## src/rtl/lut_slice.sv

```systemverilog
module lut_slice #(
  parameter bit HAS_RAM = 1'b1
) (
  input  logic        clk,
  input  logic        rst_n,
  input  logic        cfg_ld,
  input  logic        cfg_tgt,
  input  logic [15:0] cfg_word,
  input  logic [1:0]  mode,
  input  logic [3:0]  in_a,
  input  logic [3:0]  in_b,
  input  logic        in_x,
  input  logic        wr_en,
  input  logic [1:0]  wr_bits,
  output logic        out_a,
  output logic        out_b,
  output logic        out_5
);
  logic [15:0] tt_a, tt_b;
  logic        ram_mode, rom_mode, logic_mode, do_wr;
  logic [3:0]  idx_b;

  assign ram_mode   = HAS_RAM && (mode == 2'b10);
  assign rom_mode   = (mode == 2'b01) || (!HAS_RAM && mode == 2'b10);
  assign logic_mode = !ram_mode && !rom_mode;

  generate
    if (HAS_RAM) begin : g_wr
      assign do_wr = ram_mode && wr_en && !cfg_ld;
    end else begin : g_nowr
      assign do_wr = 1'b0;
    end
  endgenerate

  always_ff @(posedge clk or negedge rst_n) begin
    if (!rst_n) begin
      tt_a <= '0;
      tt_b <= '0;
    end else if (cfg_ld) begin
      if (cfg_tgt) tt_b <= cfg_word;
      else         tt_a <= cfg_word;
    end else if (do_wr) begin
      tt_a[in_a] <= wr_bits[0];
      tt_b[in_a] <= wr_bits[1];
    end
  end

  assign idx_b = ram_mode ? in_a : in_b;
  assign out_a = tt_a[in_a];
  assign out_b = tt_b[idx_b];
  assign out_5 = logic_mode && (in_x ? tt_b[in_a] : tt_a[in_a]);
endmodule


```

## config.mk

```make
export PLATFORM = sky130hd
export DESIGN_NAME = lut_slice
export DESIGN_NICKNAME = d
export VERILOG_FILES = /design/src/rtl/lut_slice.sv
export SDC_FILE = /design/constraint.sdc
export NUM_CORES = 1
export LEC_CHECK = 0
export BUFFER_PORTS_ARGS = -buffer_cell sky130_fd_sc_hd__buf_2
export CAP_MARGIN = 0
export CORE_MARGIN = 2
export CORE_UTILIZATION = 50
export DETAILED_ROUTE_END_ITERATION = 10
export PLACE_DENSITY = 0.69
export SYNTH_ARGS = -nofsm -noshare
export SYNTH_HDL_FRONTEND = slang
export SYNTH_SLANG_ARGS = --single-unit
```

## constraint.sdc

```tcl
create_clock -name clk -period 2.95 [get_ports clk]
set_input_delay 0.1475 -clock clk [delete_from_list [all_inputs] [get_ports clk]]
set_output_delay 0.1475 -clock clk [all_outputs]
set_load 0.005 [all_outputs]
```

=== Word level (Yosys, flattened, before mapping) ===
Cells that the tools add are included.

* Flip-flop bits (word level): 32
* Input bits: 34
* Output and inout bits: 3

* Magnitude comparators: 3
* Equality and inequality tests: 4
* Muxes and demuxes: 18
* Reduce and logical (&&, ||, !) cells: 11

{| class="wikitable"
|+ Operator list
! kind !! number
|-
| 16-bit two-way mux || 6
|-
| 16-bit bitwise mux || 2
|-
| 1-bit binary-select mux with 4-bit select || 3
|-
| 4-bit by 5-bit less-than comparator with 1-bit output (second input constant) || 2
|-
| 1-bit logical AND || 5
|-
| 1-bit two-way mux || 5
|-
| 1-bit demux with 4-bit select || 1
|-
| 4-bit by 1-bit greater-or-equal comparator with 1-bit output (second input constant) || 1
|-
| 4-bit two-way mux || 1
|-
| 2-bit AND reduction || 2
|-
| 1-bit zero test || 3
|-
| 2-bit by 1-bit equality test with 1-bit output (second input constant) || 1
|-
| 2-bit equality test (second input constant) || 1
|-
| 2-bit by 1-bit != test with 1-bit output (second input constant) || 1
|-
| 2-bit != test (second input constant) || 1
|-
| 2-bit nonzero test || 1
|}

=== Logic depth before layout (Yosys ltp) ===
* Depth in word-level cells: 7
* Gate-level depth with buffers: 9

=== Least setup slack after synthesis ===
OpenSTA, ideal clock, no wires.

* Path kind: input -> output
* From: input mode[0]
* To: output out_b
* Arrival time: 1793 ps
* Data required time: 2803 ps
* Slack: 1009 ps
* Stages: 6
* Buffers on the path: 0
* Cells stage by stage: inv_1 ha_1 mux2i_2 mux4_2 a22o_1 a211o_1

* Word-level cells in the longest chain between the ends: 4

{| class="wikitable"
|+ Ends and longest elaborated chain
! item !! RTL line !! text
|-
| start, declared || 9 || <nowiki>input logic [1:0] mode,</nowiki>
|-
| 2-bit equality test || 23 || <nowiki>assign ram_mode = HAS_RAM && (mode == 2'b10);</nowiki>
|-
| 4-bit two-way mux || 48 || <nowiki>assign idx_b = ram_mode ? in_a : in_b;</nowiki>
|-
| 1-bit binary-select mux with 4-bit select || 50 || <nowiki>assign out_b = tt_b[idx_b];</nowiki>
|-
| 1-bit two-way mux (implied by the code) || 50 ||
|-
| end, declared || 16 || <nowiki>output logic out_b,</nowiki>
|}

No other way between the ends. The select of a mux whose other input is x is not followed.

=== Worst setup path in the final report ===
Same ends and word-level chain as after synthesis.

==> results.toml <==
[cells_and_area]
area_growth_pct = 13.1
antenna_cells = 0
layout-drive-gt1-share_pct = 20.5
fin_nets = 331
finish.utilization_pct = 58.9
fin_area_um2 = 2570

[setup_path]
worstPathRequired_ns = 2.80
crit_path_end_kind = "primary output"
path_cells = "buf_2 -> inv_1 -> ha_1 -> mux2i_2 -> mux4_2 -> a22o_1 -> a211o_1 -> buf_2"
crit_type = "in -> out"
crit_top_cell = "buf_2"
worstPathMaxFanout = 11
critPathBufInv = 3
arrival_ns = 2.22
reg2reg_setup_slack_ns = 2.01
slowest_stage = "mux4_2"
cpPeakStageDelay_ns = 0.52
critical-path-top-delay-family = "multiplexers"
worst_setup_path_start_kind = "input pin"

[drt]
wl_per_cell_um = 18.2
wl_met3_um = 411
maxUsedRoutingLayer = "met4"
dr_total_vias = 2186
ant_nets = 0
drtPass1Iterations = 5
drt-met1-wl_um = 2980
drc = 0
met2_length_um = 2900
avgViaCountPerCell = 6.26
routed_wl_um = 6370
drtIter0Drc = 133

[cts]
cts_setup_buffers = 0
clk_pin_slew_ns = 0.06
cts_sinks = 32
cts_tree = "yes"
htree_levels = 2
worstSkewPairLatency_ns = 0.28
cts-root-buf = "clkbuf_8"
cts_buffers = 5
cts.path.max_buffers = 2

[synthesis]
synth_warnings = 0
syn-num-nets = 301
synth_edf_count = 0
synth.distinct_cells = 38
synth_top_area_share_pct = 35.3
yosysSeqAreaShare_pct = 35.3
syn-cell-area_um2 = 2270
avgSynthCellArea_um2 = 8.53
yosys.area.top_type = "dfrtp_1"
synth_cells = 266
synth-main-ff-cell = "dfrtp_1"
async_flop_share_pct = 100
synthTopCellsByArea = "dfrtp_1, mux4_2, a21oi_1, nor2_1, nand2_1"
synth_seq_cells = 32

[sta]
fin_crit_ns = 2.36
finalSetupViolCount = 0
rsz0062_at_grt = "false"
finalMaxSlewViolations = 0
worst_hold_slack_ns = 0.154
fmax_mhz = 423
finalCritPeriodShare_pct = 80.2
finalHoldViolCount = 0
worst_pin_slew_ns = 0.736
tns_ns = 0
finClkSkew_ns = 0
relSlewSlack_pct = 51.0

[placement]
dp_hpwl_um = 4700
finalWeightedCongestion = 0.860
io_buffers = 36
placed_cell_area_um2 = 2470

[grt]
grt_overflow = 0
grt_pass1_vias = 2046
grt_start_max_net_pins = 33
antenna_found_initial = 0
grt_usage_pct = 26.2
grt_pass1_wl_um = 10300

[floorplanning]
die_h_um = 71.4
num_rows = 24
num_io_pins = 37
initial_core_util_pct = 52.1
fp.dieArea_um2 = 5090
coreArea_um2 = 4350
fp.dieW_um = 71.4

[power_and_ir_drop]
power.static_leakage_nw = 1.12
powerDensity_nw_per_um2 = 501
power_w = 0.00129
ir_worst_vdd_uv = 274

[run]
cap_violations = 0

[outcome]
outcome = "finished clean"

[hold_path]
worstHoldPathType = "in -> reg"
layer usage:
| layer | vias up | track usage [%] |
|---|---|---|
| met3 | 7 | 3.09 |
| li1 | 1051 | - |
| met4 | 0 | 8.18 |
| met5 | - | 0 |
| met1 | 1039 | 38.7 |
| met2 | 89 | 40.6 |
flip-flops by register name, indices dropped and copies added, names as in the netlist:
register,flops
tt_a,16
tt_b,16
cell usage in the layout (no fill, tap or decap), drive strengths merged, types with 3 or more instances in the layout:
cell    instances
a21oi          29
nand2b          6
nand2          30
mux4            7
nor2           36
a41oi          12
a21o            6
o21ai          19
dfrtp          32
a22oi           6
o22ai          10
mux2i          13
clkbuf          8
a211oi         10
buf            41
inv             3
nor2b           6
worst paths after layout:
path	start	to	depth (start not counted)
worst max-delay path	mode[0]	out_b	8
worst min-delay path	cfg_word[3]	tt_a[3]	3
worst max register to register	tt_a[7]	tt_a[7]	4
worst min register to register	tt_b[14]	tt_b[14]	2
max in group asynchronous	rst_n	tt_a[3]	2
min in group asynchronous	rst_n	tt_a[10]	2
cell families after synthesis:
group / count (synthesis) / share of synthesized area [%]
flip-flops: 32 / 35.3
AO/OA/AOI/OAI: 100 / 28.2
adder cells (fa/ha/maj): 1 / 0.551
multiplexers: 22 / 14.4
buffers and inverters: 22 / 4.30
AND/OR/NAND/NOR: 89 / 17.3
cells in the mapped netlist (all sizes together) (3+ instances only):
cell type,n
nor2,36
dfrtp,32
nand2,30
a21oi,29
o21ai,19
clkbuf,13
mux2i,13
a41oi,12
a211oi,10
o22ai,10
mux4,7
a21o,6
a22oi,6
buf,6
nand2b,6
nor2b,6
inv,3
per-stage QoR:
stage | setup WS, ns | cells
after floorplan | 1.01 | 266
after global placement | 0.661 | 340
after detailed placement | 0.611 | 340
after CTS | 0.589 | 349
after global routing | 0.498 | 349
final | 0.585 | 349
repair_timing:
| item | CTS | global route |
|---|---|---|
| hold buffers | 1 | 0 |
| resized for setup | 0 | 0 |
| endpoints found under the hold margin | 32 | 0 |
power breakdown:
part,total [W],switching (W),internal (W)
logic,0.000357,0.000189,0.000168
clock network,0.000354,0.000164,0.000190
registers,0.000575,0.0000618,0.000513
worst register-to-register path: stages, from the launching register on:
cell and delay, ns:
dfrtp_1 0.39, a21oi_1 0.14, a21oi_1 0.06, o22ai_1 0.17, nor2_1 0.06
layout make-up:
| type | count | area (µm²) |
|---|---|---|
| well taps | 52 | 65.1 |
| multi-input cells | 212 | 1370 |
| clock buffers | 8 | 90.1 |
| fillers | 399 | 1790 |
| inverters | 3 | 11.3 |
| repair buffers | 42 | 228 |
| flip-flops and latches | 32 | 801 |
Note: power is estimated with default switching activity, not from simulation.
